$ cat src/rtl/utx_pkg.sv
package utx_pkg;

    localparam int BYTE_W    = 8;
    localparam int ST_EMPTY  = 7;
    localparam int ST_END    = 6;
    localparam int CF_PAREN  = 1;
    localparam int CF_ODD    = 0;

    typedef enum logic [2:0] {
        LN_IDLE,
        LN_START,
        LN_DATA,
        LN_PAR,
        LN_STOP
    } line_state_e;

    typedef struct packed {
        logic par_en;
        logic par_odd;
    } frame_cfg_t;

    function automatic logic par_of(input logic [BYTE_W-1:0] d, input logic odd);
        return (^d) ^ odd;
    endfunction

endpackage

$ cat src/rtl/utx_regs.sv
module utx_regs
    import utx_pkg::*;
#(
    parameter int DW = BYTE_W
) (
    input  logic          clk,
    input  logic          rst,
    input  logic          cpu_we,
    input  logic          cpu_sel,
    input  logic [DW-1:0] cpu_wdata,
    input  logic          load,
    input  logic          done,
    output logic [DW-1:0] hold,
    output logic          empty,
    output logic          end_flag,
    output frame_cfg_t    cfg,
    output logic [DW-1:0] cpu_rdata
);

    logic stat_wr;
    logic handover;

    assign stat_wr  = cpu_we && cpu_sel;
    assign handover = stat_wr && !cpu_wdata[ST_EMPTY] && empty;

    always_ff @(posedge clk) begin
        if (rst) begin
            hold     <= '0;
            empty    <= 1'b1;
            end_flag <= 1'b1;
            cfg      <= '0;
        end else begin
            if (cpu_we && !cpu_sel) hold <= cpu_wdata;
            if (stat_wr) begin
                cfg.par_en  <= cpu_wdata[CF_PAREN];
                cfg.par_odd <= cpu_wdata[CF_ODD];
            end
            if (load)          empty <= 1'b1;
            else if (handover) empty <= 1'b0;
            if (handover)  end_flag <= 1'b0;
            else if (done) end_flag <= 1'b1;
        end
    end

    always_comb begin
        cpu_rdata = '0;
        if (cpu_sel) begin
            cpu_rdata[ST_EMPTY] = empty;
            cpu_rdata[ST_END]   = end_flag;
            cpu_rdata[CF_PAREN] = cfg.par_en;
            cpu_rdata[CF_ODD]   = cfg.par_odd;
        end else begin
            cpu_rdata = hold;
        end
    end

    // a frame start frees the holding register
    a_r5_load_frees: assert property (@(posedge clk) disable iff (rst)
        load |=> empty);
    // a frame only starts on a byte that was handed over
    a_r5_load_needs_byte: assert property (@(posedge clk) disable iff (rst)
        load |-> !empty);
    // while a byte waits, the end flag stays low
    a_r8_pending_not_end: assert property (@(posedge clk) disable iff (rst)
        !empty |-> !end_flag);

endmodule

$ cat src/rtl/utx_engine.sv
module utx_engine
    import utx_pkg::*;
#(
    parameter int DW = BYTE_W
) (
    input  logic          clk,
    input  logic          rst,
    input  logic          tick,
    input  logic          empty,
    input  logic [DW-1:0] hold,
    input  frame_cfg_t    cfg,
    output logic          load,
    output logic          done,
    output logic          txd
);

    localparam int CW = (DW > 1) ? $clog2(DW) : 1;

    line_state_e   state;
    logic [DW-1:0] shreg;
    logic          par_bit;
    logic          par_on;
    logic [CW-1:0] cnt;

    assign load = tick && !empty && (state == LN_IDLE || state == LN_STOP);
    assign done = tick &&  empty && (state == LN_STOP);

    always_ff @(posedge clk) begin
        if (rst) begin
            state   <= LN_IDLE;
            shreg   <= '0;
            par_bit <= 1'b0;
            par_on  <= 1'b0;
            cnt     <= '0;
        end else if (load) begin
            state   <= LN_START;
            shreg   <= hold;
            par_bit <= par_of(hold, cfg.par_odd);
            par_on  <= cfg.par_en;
        end else if (tick) begin
            unique case (state)
                LN_START: begin
                    state <= LN_DATA;
                    cnt   <= '0;
                end
                LN_DATA: begin
                    shreg <= shreg >> 1;
                    cnt   <= cnt + 1'b1;
                    if (cnt == CW'(DW - 1)) state <= par_on ? LN_PAR : LN_STOP;
                end
                LN_PAR:  state <= LN_STOP;
                LN_STOP: state <= LN_IDLE;
                default: state <= LN_IDLE;
            endcase
        end
    end

    always_comb begin
        unique case (state)
            LN_START: txd = 1'b0;
            LN_DATA:  txd = shreg[0];
            LN_PAR:   txd = par_bit;
            default:  txd = 1'b1;
        endcase
    end

    // the idle line rests at mark
    a_r1_idle_mark: assert property (@(posedge clk) disable iff (rst)
        (state == LN_IDLE) |-> txd);
    // the line only moves on a bit-time boundary
    a_r2_hold_bit: assert property (@(posedge clk) disable iff (rst)
        !tick |=> $stable(txd));
    // the start bit always follows a frame load
    a_r2_start_low: assert property (@(posedge clk) disable iff (rst)
        load |=> !txd);
    // a parity slot only appears when parity was enabled at load
    a_r3_par_slot: assert property (@(posedge clk) disable iff (rst)
        (state == LN_PAR) |-> par_on);

endmodule

$ cat src/rtl/utx_core.sv
module utx_core
    import utx_pkg::*;
#(
    parameter int DW = BYTE_W
) (
    input  logic          clk,
    input  logic          rst,
    input  logic          bit_tick,
    input  logic          cpu_we,
    input  logic          cpu_sel,
    input  logic [DW-1:0] cpu_wdata,
    output logic [DW-1:0] cpu_rdata,
    output logic          txd,
    output logic          irq_empty,
    output logic          irq_end
);

    logic          load;
    logic          done;
    logic          empty;
    logic          end_flag;
    logic [DW-1:0] hold;
    frame_cfg_t    cfg;

    utx_regs #(.DW(DW)) u_regs (
        .clk       (clk),
        .rst       (rst),
        .cpu_we    (cpu_we),
        .cpu_sel   (cpu_sel),
        .cpu_wdata (cpu_wdata),
        .load      (load),
        .done      (done),
        .hold      (hold),
        .empty     (empty),
        .end_flag  (end_flag),
        .cfg       (cfg),
        .cpu_rdata (cpu_rdata)
    );

    utx_engine #(.DW(DW)) u_engine (
        .clk   (clk),
        .rst   (rst),
        .tick  (bit_tick),
        .empty (empty),
        .hold  (hold),
        .cfg   (cfg),
        .load  (load),
        .done  (done),
        .txd   (txd)
    );

    assign irq_empty = empty;
    assign irq_end   = end_flag;

    // once transmission has ended the line sits at mark
    a_r7_end_mark: assert property (@(posedge clk) disable iff (rst)
        end_flag |-> txd);
    // the end flag rises only as a stop bit closes
    a_r7_end_on_stop: assert property (@(posedge clk) disable iff (rst)
        $rose(end_flag) |-> $past(done));

endmodule

$ cat config.mk
export PLATFORM = sky130hd
export DESIGN_NAME = utx_core
export DESIGN_NICKNAME = d
export VERILOG_FILES = /design/src/rtl/utx_pkg.sv /design/src/rtl/utx_regs.sv /design/src/rtl/utx_engine.sv /design/src/rtl/utx_core.sv
export SDC_FILE = /design/constraint.sdc
export NUM_CORES = 1
export LEC_CHECK = 0
export BUFFER_PORTS_ARGS = -buffer_cell sky130_fd_sc_hd__buf_2
export CORE_AREA = 2 2 54 56
export DETAILED_ROUTE_END_ITERATION = 6
export DIE_AREA = 0 0 56 58
export PLACE_DENSITY_LB_ADDON = 0.08
export RECOVER_POWER = 100
export SKIP_CTS_REPAIR_TIMING = 1
export SYNTH_ARGS = -nofsm -noshare
export SYNTH_HDL_FRONTEND = slang
export SYNTH_SLANG_ARGS = --single-unit
export TNS_END_PERCENT = 10
$ cat constraint.sdc
create_clock -name clk -period 1.7 [get_ports clk]
set_clock_uncertainty 0.05 [all_clocks]
set_input_delay 0.17 -clock clk [delete_from_list [all_inputs] [get_ports clk]]
set_output_delay 0.17 -clock clk [all_outputs]
set_load 0.05 [all_outputs]
==> impl_results.html <==
<table>
<tr><th>Metric</th><th>Value</th></tr>
<tr><th colspan="2">Status</th></tr>
<tr><td>Result of the run</td><td>finished clean</td></tr>
<tr><th colspan="2">Logic synthesis</th></tr>
<tr><td>Netlist cell types</td><td>36</td></tr>
<tr><td>Fraction of the yosys area taken by sequential cells</td><td>0.393</td></tr>
<tr><td>Top-area cell type share of the netlist area</td><td>0.393</td></tr>
<tr><td>Biggest area consumer among synthesized cells</td><td>sky130_fd_sc_hd__dfxtp_1</td></tr>
<tr><td>Cells taking the most area after synthesis</td><td>sky130_fd_sc_hd__dfxtp_1 (39%), sky130_fd_sc_hd__mux2i_1 (6.3%), sky130_fd_sc_hd__nand2_1 (6.3%)</td></tr>
<tr><td>FF+latch count, synth</td><td>28</td></tr>
<tr><td>Yosys synthesis warning count</td><td>0</td></tr>
<tr><td>Post-synthesis cell area</td><td>0.00143 mm²</td></tr>
<tr><td>Syn nets</td><td>179</td></tr>
<tr><td>Asr flop ratio synth</td><td>0</td></tr>
<tr><td>Post-Synthesis Cells</td><td>164</td></tr>
<tr><td>Primary FF master, synth</td><td>sky130_fd_sc_hd__dfxtp_1</td></tr>
<tr><td>Count of flip-flops with a built-in enable after synthesis</td><td>0</td></tr>
<tr><td>Post-synthesis area per instance</td><td>8.70 µm²</td></tr>
<tr><th colspan="2">Floorplan</th></tr>
<tr><td>Die Wd</td><td>56 µm</td></tr>
<tr><td>Top-Level Pins</td><td>24</td></tr>
<tr><td>Core box area</td><td>0.00266 mm²</td></tr>
<tr><td>Total number of placement rows</td><td>19</td></tr>
<tr><td>Effective utilization at floorplan</td><td>0.536</td></tr>
<tr><td>Die area</td><td>0.00325 mm²</td></tr>
<tr><td>Floorplan die height</td><td>58 µm</td></tr>
<tr><th colspan="2">Routing</th></tr>
<tr><td>Total wire length after detailed routing</td><td>2930 µm</td></tr>
<tr><td>Average wire per cell in the routed design</td><td>13.4 µm</td></tr>
<tr><td>Routed via count divided by cell count</td><td>5.53</td></tr>
<tr><td>Count of unresolved DRC violations after routing</td><td>0</td></tr>
<tr><td>Iter 0 DRT Violations</td><td>34</td></tr>
<tr><td>Total number of vias</td><td>1211</td></tr>
<tr><td>Remaining antenna violation count after routing</td><td>0</td></tr>
<tr><td>Total iterations of the first detailed-routing run</td><td>4</td></tr>
<tr><th colspan="2">Power and ir drop</th></tr>
<tr><td>Leak Pwr</td><td>0.637 nW</td></tr>
<tr><td>Post-route total power</td><td>1.25 mW</td></tr>
<tr><td>Sequential group share of total power</td><td>0.560</td></tr>
<tr><td>Maximum vdd drop</td><td>0.508 mV</td></tr>
<tr><td>Power per cell area</td><td>777 mW/mm²</td></tr>
<tr><td>Switch share</td><td>0.283</td></tr>
<tr><td>Clock power share</td><td>0.266</td></tr>
<tr><td>Combinational group share of total power</td><td>0.174</td></tr>
<tr><td>Internal power consumption</td><td>0.898 mW</td></tr>
<tr><td>Power spent charging and discharging nets</td><td>0.355 mW</td></tr>
<tr><th colspan="2">GRT</th></tr>
<tr><td>Met1 Usage GRT</td><td>0.246</td></tr>
<tr><td>Global-route congestion overflow total</td><td>0</td></tr>
<tr><td>Number of antenna violations at the first check in global routing</td><td>0</td></tr>
<tr><td>Total Routing Usage GR</td><td>0.192</td></tr>
<tr><td>Via count of the first global-routing pass</td><td>1140</td></tr>
<tr><td>Pin count of the biggest net entering global routing</td><td>19</td></tr>
<tr><td>Met2 demand-to-capacity share in global routing</td><td>0.331</td></tr>
<tr><td>M3 GR Usage</td><td>0.0223</td></tr>
<tr><td>Busiest layer in global routing</td><td>met2</td></tr>
<tr><td>Wire length of the first global-routing pass</td><td>5000 µm</td></tr>
<tr><th colspan="2">Timing</th></tr>
<tr><td>Setup TNS</td><td>0 ns</td></tr>
<tr><td>Max Fclk</td><td>615 MHz</td></tr>
<tr><td>Number of failing hold endpoints at the final stage</td><td>0</td></tr>
<tr><td>RSZ-0062 raised after global routing</td><td>no</td></tr>
<tr><td>Part of the cycle the worst path needs</td><td>0.956</td></tr>
<tr><td>Final Max Slew Viols</td><td>0</td></tr>
<tr><td>Max-slew headroom at the worst pin</td><td>0.627</td></tr>
<tr><td>Count of final setup violators</td><td>0</td></tr>
<tr><td>Fin crit period</td><td>1.63 ns</td></tr>
<tr><td>Transition time at the pin with the least slew margin</td><td>0.560 ns</td></tr>
<tr><th colspan="2">Setup path</th></tr>
<tr><td>Peak per-stage delay on the critical path</td><td>0.39 ns</td></tr>
<tr><td>Slowest cell on the critical path</td><td>sky130_fd_sc_hd__dfxtp_4</td></tr>
<tr><td>Highest fanout seen on the critical path</td><td>7</td></tr>
<tr><td>Req. time, crit path</td><td>1.48 ns</td></tr>
<tr><td>CP arrival</td><td>1.41 ns</td></tr>
<tr><td>Chain of cells forming the critical path</td><td>buf_4, nand2b_1, o21ai_1, nand2b_1, buf_4</td></tr>
<tr><td>Kind of start point of the critical path</td><td>flip-flop</td></tr>
<tr><td>Setup crit end kind</td><td>output pin</td></tr>
<tr><td>Critical setup path kind</td><td>reg -&gt; out</td></tr>
<tr><th colspan="2">Worst hold path</th></tr>
<tr><td>Type of the tightest min-delay check</td><td>in -&gt; reg</td></tr>
<tr><th colspan="2">Layout</th></tr>
<tr><td>Layout net count</td><td>204</td></tr>
<tr><td>Final std cell area, no fill</td><td>0.00161 mm²</td></tr>
<tr><td>Diode count</td><td>0</td></tr>
<tr><td>Share of the core filled with cells in the final layout</td><td>0.606</td></tr>
<tr><td>Layout cells sized above 1</td><td>0.229</td></tr>
<tr><td>Signed area change from the synthesized netlist to the final layout</td><td>13.1%</td></tr>
<tr><th colspan="2">CTS</th></tr>
<tr><td>Clock root buffer</td><td>sky130_fd_sc_hd__clkbuf_4</td></tr>
<tr><td>Longest Clk Path Bufs</td><td>2</td></tr>
<tr><td>Clock insertion delay at the later pin of the skew report</td><td>0.33 ns</td></tr>
<tr><td>Number of clock sinks</td><td>28</td></tr>
<tr><td>Maximum level of the CTS H-tree</td><td>1</td></tr>
<tr><td>Inserted Clock Buffers</td><td>3</td></tr>
<tr><td>TritonCTS clock tree</td><td>done</td></tr>
<tr><td>Clock transition at path regs</td><td>0.16 ns</td></tr>
<tr><th colspan="2">Place</th></tr>
<tr><td>Detailed placement HPWL</td><td>2150 µm</td></tr>
<tr><td>Routability cong.</td><td>0.778</td></tr>
<tr><td>Area after detailed placement</td><td>0.00156 mm²</td></tr>
<tr><td>Count of port buffers added during placement</td><td>23</td></tr>
<tr><th colspan="2">Flow run</th></tr>
<tr><td>Reported max-cap violation count</td><td>0</td></tr>
</table>
## registers in the layout, summed over array words and instances, names as in the netlist
register,count
u_engine.cnt,3
u_engine.par_on,1
u_regs.empty,1
u_engine.shreg,8
u_regs.end_flag,1
u_engine.par_bit,1
u_regs.cfg,2
u_regs.hold,8
u_engine.state,3
## path summary, 6_finish.rpt
path                     startpoint                end  slack (ns)  depth (start not counted)
setup / recovery  u_engine.state[0]                txd        0.07                          5
hold / removal         cpu_wdata[5]     u_regs.hold[5]        0.01                          3
setup reg to reg       u_regs.empty   u_engine.par_bit        0.20                          4
hold reg to reg   u_engine.shreg[1]  u_engine.shreg[0]        0.44                          2
## cell usage after synthesis, drive strengths merged, types with 2 or more instances
| cell | number |
|---|---|
| a311oi | 6 |
| a22oi | 4 |
| xnor3 | 2 |
| ha | 2 |
| nor3 | 3 |
| xnor2 | 2 |
| a21oi | 4 |
| and2 | 2 |
| dfxtp | 28 |
| inv | 2 |
| o211ai | 2 |
| mux2 | 4 |
| clkbuf | 5 |
| nor2b | 9 |
| nor2 | 21 |
| o21ai | 8 |
| nand3 | 4 |
| buf | 5 |
| mux2i | 9 |
| nand2b | 7 |
| nand2 | 24 |
| a211oi | 2 |
## metal layers
| layer | wire length [µm] | up-vias |
|---|---|---|
| li1 | - | 614 |
| met1 | 1390 | 563 |
| met2 | 1390 | 29 |
| met3 | 111 | 5 |
| met4 | 36 | 0 |
| met5 | 0 | - |
## placed cells by master, fill, tap and decap left out, types with 2 or more instances in the layout
master	netlist	routed
sky130_fd_sc_hd__mux2i_1	9	9
sky130_fd_sc_hd__dfxtp_1	28	26
sky130_fd_sc_hd__clkbuf_1	5	2
sky130_fd_sc_hd__nor3_1	3	3
sky130_fd_sc_hd__ha_1	2	2
sky130_fd_sc_hd__a22oi_1	4	4
sky130_fd_sc_hd__clkbuf_4	0	3
sky130_fd_sc_hd__inv_1	2	2
sky130_fd_sc_hd__buf_2	2	21
sky130_fd_sc_hd__nand2b_1	7	7
sky130_fd_sc_hd__o21ai_0	8	7
sky130_fd_sc_hd__a311oi_1	6	6
sky130_fd_sc_hd__buf_4	1	7
sky130_fd_sc_hd__xnor3_1	2	2
sky130_fd_sc_hd__nand3_1	4	4
sky130_fd_sc_hd__nor2b_1	9	9
sky130_fd_sc_hd__nor2_1	21	21
sky130_fd_sc_hd__a21oi_1	4	4
sky130_fd_sc_hd__nand2_1	24	24
sky130_fd_sc_hd__mux2_2	4	4
sky130_fd_sc_hd__xnor2_1	2	2
## stage by stage
| step | setup WS, ns | std cells | hold slack, ns |
|---|---|---|---|
| 2_1_floorplan | 0.109 | 164 | 0.264 |
| 3_3_place_gp | 0.254 | 213 | 0.353 |
| 3_5_place_dp | 0.185 | 213 | 0.360 |
| 4_1_cts | -0.0608 | 217 | 0.00894 |
| 5_1_grt | 0.00104 | 219 | 0.0272 |
| 6_report | 0.0747 | 219 | 0.0131 |
## area by class of cell
class,instances,area (µm²)
clock buffers,4,36.3
fillers,235,1050
inverters,2,7.51
multi-input cells,124,800
flip-flops and latches,28,566
well taps,31,38.8
repair buffers,30,165
## cells by family (layout without fill, tap and decap cells)
kind of cell / Yosys count / after routing / share of synthesized area
AND/OR/NAND/NOR: 74 / 74 / 0.249
flip-flops: 28 / 28 / 0.393
adder cells (fa/ha/maj): 2 / 2 / 0.0175
multiplexers: 13 / 13 / 0.0947
XOR/XNOR: 5 / 5 / 0.0500
buffers and inverters: 12 / 36 / 0.0465
AO/OA/AOI/OAI: 30 / 30 / 0.149
## worst max-delay path, delay by kind of cell, from the launching register on
kind            cells  cell delay (ns)
compound gates      1             0.13
flops               1             0.39
buf+inv             2             0.33
simple gates        2             0.22
## power groups by stage
stage	logic (mW)	clock network (mW)	registers, mW
finish	0.218	0.333	0.702
global route	0.236	0.365	0.707
CTS	0.216	0.339	0.703
detailed placement	0.214	0	0.717
global placement	0.214	0	0.716
floorplan	0.159	0	0.720
No activity file was read; power rests on OpenSTA's default activity.
